<file path="src/rtl/status_flag_unit.sv">
module status_flag_unit #(
  parameter int DW   = 16,
  parameter int LVLS = 7
) (
  input  logic          clk,
  input  logic          rst_n,
  input  logic          op_valid,
  input  logic [1:0]    op_class,
  input  logic          op_word,
  input  logic [DW-1:0] res,
  input  logic          cy_msb,
  input  logic          cy_b3,
  input  logic          a_neg,
  input  logic          b_neg,
  input  logic [2:0]    cmd,
  input  logic          wr_en,
  input  logic [7:0]    wr_data,
  input  logic          irq_push,
  input  logic          irq_pop,
  output logic [7:0]    flags,
  output logic          stk_err
);
  localparam int CW = $clog2(LVLS + 1);
  localparam int C_B = 7, Z_B = 6, S_B = 5, V_B = 4, DA_B = 3, H_B = 2, DP_B = 0;

  logic [7:0]    flg, nxt;
  logic [7:0]    stk [LVLS];
  logic [CW-1:0] cnt;

  wire r_s    = op_word ? res[DW-1] : res[7];
  wire r_z    = op_word ? (res == '0) : (res[7:0] == 8'h00);
  wire full   = (cnt == CW'(LVLS));
  wire empty  = (cnt == '0);
  wire push_ok = irq_push && !irq_pop && !full;
  wire pop_ok  = irq_pop && !irq_push && !empty;
  wire bad     = (irq_push && irq_pop) || (irq_push && full) || (irq_pop && empty);
  wire [CW-1:0] top = cnt - CW'(1);

  always_comb begin
    nxt = flg;
    if (op_valid) begin
      nxt[Z_B] = r_z;
      nxt[S_B] = r_s;
      unique case (op_class)
        2'd0, 2'd1: begin
          nxt[C_B]  = cy_msb;
          nxt[V_B]  = (op_class == 2'd0) ? ((a_neg == b_neg) && (r_s != a_neg))
                                         : ((a_neg != b_neg) && (r_s != a_neg));
          nxt[DA_B] = op_class[0];
          if (!op_word) nxt[H_B] = cy_b3;
        end
        2'd2: begin
          nxt[C_B] = cy_msb;
          nxt[V_B] = r_s ^ a_neg;
        end
        default: nxt[V_B] = 1'b0;
      endcase
    end
    case (cmd)
      3'd1: nxt[C_B] = 1'b1;
      3'd2: nxt[C_B] = 1'b0;
      3'd3: nxt[C_B] = ~nxt[C_B];
      3'd4: nxt[DP_B] = 1'b1;
      3'd5: nxt[DP_B] = 1'b0;
      default: ;
    endcase
    if (pop_ok) nxt = stk[top];
    if (wr_en)  nxt = wr_data;
    nxt[1] = 1'b0;
  end

  always_ff @(posedge clk) begin
    if (!rst_n) begin
      flg     <= 8'h00;
      cnt     <= '0;
      stk_err <= 1'b0;
    end else begin
      flg <= nxt;
      if (push_ok) begin
        stk[cnt] <= flg;
        cnt      <= cnt + CW'(1);
      end else if (pop_ok) begin
        cnt <= top;
      end
      if (bad) stk_err <= 1'b1;
    end
  end

  assign flags = flg;
endmodule


</file>
<file path="config.mk">
export PLATFORM = sky130hd
export DESIGN_NAME = status_flag_unit
export DESIGN_NICKNAME = d
export VERILOG_FILES = /design/src/rtl/status_flag_unit.sv
export SDC_FILE = /design/constraint.sdc
export NUM_CORES = 1
export LEC_CHECK = 0
export ABC_AREA = 1
export CORE_MARGIN = 2
export CORE_UTILIZATION = 34
export CTS_CLUSTER_DIAMETER = 150
export DETAILED_ROUTE_END_ITERATION = 8
export PLACE_DENSITY_LB_ADDON = 0.12
export SLEW_MARGIN = 15
export SYNTH_ARGS = -nofsm -noshare
export SYNTH_HDL_FRONTEND = slang
export SYNTH_SLANG_ARGS = --single-unit
export TNS_END_PERCENT = 50
</file>
<file path="constraint.sdc">
create_clock -name clk -period 2.3 [get_ports clk]
set_input_delay 0.46 -clock clk [delete_from_list [all_inputs] [get_ports clk]]
set_output_delay 0.46 -clock clk [all_outputs]
set_load 0.01 [all_outputs]
</file>
==> Word-level counts from Yosys, hierarchy flattened <==
Memories as Yosys holds them, arrays and structs flattened.
Cells that the tools add are included.
{ "totals": {"register_bits": 12, "ramBits": 56, "out_inout_bits": 9, "wordCells": 69, "n_memories": 1} }
{ "op_classes": {"n_addsub": 2, "n_eq_ne": 12, "n_mux": 17, "bitwise": 2, "n_reduce_logical": 27} }
{ "mem_list": {"columns": ["memory", "words", "width", "read_ports", "rd_ports_with_merged_regs", "write_ports", "line_no", "text"], "rows": [
  ["stk", 7, 8, 1, 0, 1, "27", "logic [7:0] stk [LVLS];"]
]} }
{ "op_table": {"columns": ["op", "n"], "rows": [
  ["$logic_not A16 Y1", 1],
  ["$mux W8", 2],
  ["$eq A3 B3 Y1 const B", 3],
  ["$logic_and A1 B1 Y1", 9],
  ["$logic_not A8 Y1", 1],
  ["$mux W1", 8],
  ["$eq A3 B2 Y1 const B", 2],
  ["$mux W3", 2],
  ["$mux W6", 1],
  ["$reduce_bool A3 Y1", 2],
  ["$logic_not A1 Y1", 4],
  ["$pmux W1 S2", 2],
  ["$reduce_bool A4 Y1", 1],
  ["$add A3 B1 Y3 const B", 1],
  ["$eq A3 B1 Y1 const B", 1],
  ["$logic_not A3 Y1", 1],
  ["$ne A3 B1 Y1 const B", 1],
  ["$pmux W1 S3", 1],
  ["$reduce_and A3 Y1", 1],
  ["$reduce_or A3 Y1", 1],
  ["$sub A3 B1 Y3 const B", 1],
  ["$eq A2 B1 Y1 const B", 1],
  ["$eq A2 B2 Y1 const B", 1],
  ["$logic_not A2 Y1", 1],
  ["other kinds (9)", 11]
]} }

==> Logic depth before layout (Yosys ltp) <==
{ "depth": {"word_depth": 10, "depth_mapped": 13, "mapped_depth_nobuf": 11} }

==> Least setup slack after synthesis <==
OpenSTA, ideal clock, no wires.
{ "synth_path": {"path_type": "register -> register", "start": "reg cnt[1]", "end": "mem stk[5][0] (enable)", "setup_time_ps": 390, "arrival_time_ps": 1772, "t_required_ps": 1910, "slack_ps": 138, "stages_incl_launch_ff": 8, "path_buffers": 0, "synth_period_minus_slack_ps": 2162, "cell_sequence": "dfxtp_1 > ha_1 > ha_1 > inv_1 > nand3_1 > nor2_1 > inv_1 > nor4_1"} }
{ "synth_via": {"elab_chain_cells": 6} }
{ "synth_rtl": {"columns": ["element", "line_no", "text"], "rows": [
  ["start, declared", "28", "logic [CW-1:0] cnt;"],
  ["start signal, assigned", "81", "cnt <= cnt + CW'(1);"],
  ["start signal, assigned", "83", "cnt <= top;"],
  ["$eq A3 B3 Y1", "32", "wire full = (cnt == CW'(LVLS));"],
  ["$logic_not A1 Y1", "34", "wire push_ok = irq_push && !irq_pop && !full;"],
  ["$logic_and A1 B1 Y1", "34", null],
  ["$mux W1", "79", "if (push_ok) begin"],
  ["$mux W1", "73", "if (!rst_n) begin"],
  ["$mux W1 (implied by the code)", "80", "stk[cnt] <= flg;"],
  ["end, declared", "27", null]
]} }
Several ways; a longest one is shown, not always the timed one.

==> Worst setup path in the final report <==
{ "layout_path": {"start": "reg flg[6] (netlist: flags[6])", "end": "out flags[6]"} }
{ "layout_lines": {"columns": ["element", "line_no", "text"], "rows": [
  ["start, declared", "26", "logic [7:0] flg, nxt;"],
  ["start signal, assigned", "78", "flg <= nxt;"],
  ["end, declared", "20", "output logic [7:0] flags,"]
]} }
No word-level cell between the ends.

==> run summary <==
Hold timing on the final database bottoms out at a slack of 0.4810 ns. The areal power density over the cells is 731.1 nW/um^2. In the routed design, unresolved DRC markers number 0. The number of H-tree branching levels is 3. The post-cts gate resize count came out at 0. The die span in y came out at 96.54 um. The final critical delay including setup and external delays came out at between 1.5 and 2 ns. The worst-case IR drop observed on VDD is between 0.3 and 0.4 mV. Clock-pin slew was measured on the worst setup and hold paths at 0.06 ns. The peak per-stage delay on the critical path came out at a little over 0.6 ns. The kind of cell with the highest combined delay along the critical path is buffers and inverters. The cell at the root of the clock tree is clkbuf_8. The worst setup path endpoint is flags[6]. The worst setup path is of the flip-flop to primary output kind.

The initial antenna violation count is 0. The summed negative setup slack over all endpoints came out at 0 ns. For this block, the via count after detailed routing is 2233. The total track usage came out at 16.58%. By instance count, the leading cell after synthesis is nand2_1. The number of hold-repair buffers added at the cts stage came out at 0.

The clock latency reported for the late side of the worst-skew pair came out at 0.33 ns. The area growth from synthesis to layout is 29.14%. The number of violations of the max-capacitance limit came out at 0. The largest fanout of any net on the critical path is 9. Summed over all cells, the static leakage comes to 1.507 nW. The number of rows created at floorplan is 33.

The setup violation total in the final timing report is 0. The startpoint of the worst register-to-register path is cnt[0]. In this run, CTS created clock tree buffers numbering 9. At the worst endpoint, the arrival time is 1.49 ns. The fraction of final layout cells with drive strength greater than 1 is about 16%.

The number of sinks on the clock net came out at 60. The post-layout instance area came out at 3760 um^2. For this configuration, the core starts out at a cell density of 35.26%. The number of global-route vias before repair came out at 2149.

The floorplan step defined a die boundary enclosing 9320 um^2. The vias per cell is 4.691. The post-synthesis cell area is 2912 um^2.

By area the synthesized netlist is led by edfxtp_1 (51%), nand2_1 (11%), dfxtp_1 (7.6%). Counting instances in the post-synthesis netlist gives the leading cell types as nand2_1 (85), edfxtp_1 (49), nor2_1 (28). The cell with the largest stage delay on the worst path is clkdlybuf4s50_1. The distinct cell type count of the synthesized netlist is 35. The post-synth net total came out at ~350. The number of storage elements in the synthesis netlist came out at 60. Counting cells, the worst reg-to-reg path comes to 8. The global-route wire length before repair came out at roughly 11000 um.

The synthesized design spends more area on one cell type than any other, namely edfxtp_1. The die extent in x is 96.54 um. Once detailed placement completed, the half-perimeter wirelength came to 5031 um. Once detail routing completed, the nets flagged for antenna violations numbered 0. The number of synthesized flops with an enable pin came out at 49. The category of the worst setup path capture point is a primary output. The CTS tree is yes. The total wirelength of the detailed-routed design came out at 6996 um. The count of buffers from port buffering is between 40 and 50. The count of placed standard cells including taps is 460. The final clock period utilization by the worst path came out at 84.63%. The capture instance of the worst register-to-register path is stk[3][3]. The number of iterations in the first detailed-routing pass came out at 4.

The number of buffers and inverters on the critical path is 1. The area share of the largest cell type after synthesis came out at 50.54%. Setup repair after global routing left no endpoint under its margin.

The number of antenna repair diodes is 0. The maximum number of pins on one net before global-route repair is 26. The I/O pin count is 49.

Synthesis handed over a netlist of 301 instances. The worst setup path is launched from a flip-flop. After the first detailed-routing iteration, the DRC count stood at ~130. The core region area is 8258 um^2.

The average wire length per cell after detail routing came out at 14.70 um. The hold violation count in the final report came out at 0. The share of async-settable or async-resettable flops after synthesis is 0%. The total overflow left after global routing is 0. The buffer count from post-CTS setup fixing is 0. The min-delay analysis places its worst path in the category flip-flop to flip-flop. The worst setup skew after layout is ~0.0080 ns. The maximum achievable frequency came out at 513.8 MHz.

The placed standard-cell area is 3547 um^2. The sequential cell area fraction in the yosys report is 58.10%. The flow ran to the end, and the final reports show no timing, DRC or antenna violations. In the final design database the tool counted between 400 and 500 nets. The most common flop cell mapped by yosys is edfxtp_1. The final count of pins violating max slew is 0. The last weighted congestion value of the routability-driven placer is 0.7991.

The Yosys step of the flow raised 0 warnings. The final cell count without fillers came out at 476. In this run the number of cells on the critical path is 1. Traced cell by cell, the critical path runs through clkdlybuf4s50_1.

The layout has just over 800 filler cells. The average cell area after synthesis came out at 9.673 um^2. The required time reported for the critical path endpoint is 1.84 ns.

The maximum root-to-sink buffer count is 2. For flop-to-flop paths, the worst setup slack is 0.38 ns. In this run the worst setup path begins at flags[6].
==> stage by stage <==
stage / utilization (%) / setup WS [ns] / total power [W]
finish: 45.53 / 0.3536 / 0.002749
floorplan: - / 0.1378 / 0.001599
detailed placement: 42.95 / 0.1918 / 0.001795
global route: 45.53 / 0.2376 / 0.002877
global placement: 42.95 / 0.1626 / 0.001790
CTS: 45.53 / 0.3367 / 0.002774
==> cell families (layout without fill, tap and decap cells) <==
| family | Yosys count | in the layout | synth area share (%) |
|---|---|---|---|
| buffers and inverters | 37 | 107 | 6.790 |
| AOI/OAI and AO/OA | 37 | 37 | 7.606 |
| other | 1 | 1 | 0.1288 |
| and+or+nand+nor | 162 | 162 | 25.66 |
| adders and majority gates | 4 | 4 | 1.719 |
| DFF | 60 | 60 | 58.10 |
==> cell type report <==
type                       instances  area, um^2  share of cell area (%)
multi-input combinational        204        1022                   27.19
tap                              105       131.4                   3.494
clock inverter                     3       43.79                   1.165
clock buffer                      13       168.9                   4.493
timing repair buffer              64       595.6                   15.84
sequential                        60        1692                   44.99
inverter                          27       106.4                   2.829
==> worst min path at each step <==
| stage | from | to | slack [ns] | depth (start not counted) |
|---|---|---|---|---|
| 6_report | stk_err | stk_err | 0.48 | 2 |
| 5_1_grt | stk_err | stk_err | 0.52 | 2 |
| 4_1_cts | stk_err | stk_err | 0.49 | 2 |
| 3_5_place_dp | stk_err | stk_err | 0.48 | 2 |
| 3_3_place_gp | stk_err | stk_err | 0.48 | 2 |
| 2_1_floorplan | stk_err | stk_err | 0.49 | 2 |
==> routing by layer <==
metal | GRT usage, % | vias up | wire (um)
li1 | - | 1149 | -
met1 | 21.59 | 1019 | 3466
met2 | 27.14 | 57 | 3153
met3 | 2.483 | 8 | 262
met4 | 7.864 | 0 | 114
met5 | 0 | - | 0
==> flip-flops by register name, indices dropped and copies added, names as in the netlist <==
| register | flops |
|---|---|
| stk_err | 1 |
| flags | 7 |
| stk | 49 |
| cnt | 3 |
==> where the power goes <==
part / switching [W] / internal, W
sequential: 0.0000262 / 0.00121
clock: 0.000394 / 0.000589
combinational: 0.000312 / 0.000213
==> cells in the final DEF (no fill, tap or decap) <==
cell type	instances
inv_6	1
nand2_1	85
a21oi_2	2
inv_1	19
nand3_2	5
o21ai_1	7
ha_1	4
nor3b_1	2
or2_1	1
nor2_8	1
nor2_4	1
clkbuf_8	12
dfxtp_1	11
o211ai_1	3
nand4_1	3
a31oi_1	1
nand2_4	2
conb_1	1
o211ai_2	1
nand3b_1	1
o22ai_1	1
nor2_2	1
nand2_2	3
inv_2	7
o221ai_1	1
nand3_1	22
clkbuf_1	1
a21oi_1	13
a211oi_2	1
nor4_1	1
clkinv_2	1
bufinv_16	1
clkdlybuf4s50_1	46
nor2_1	28
edfxtp_1	49
buf_4	18
clkinv_4	1
o21ai_0	7
nor3_1	6
(Power assumes the default switching activity.)
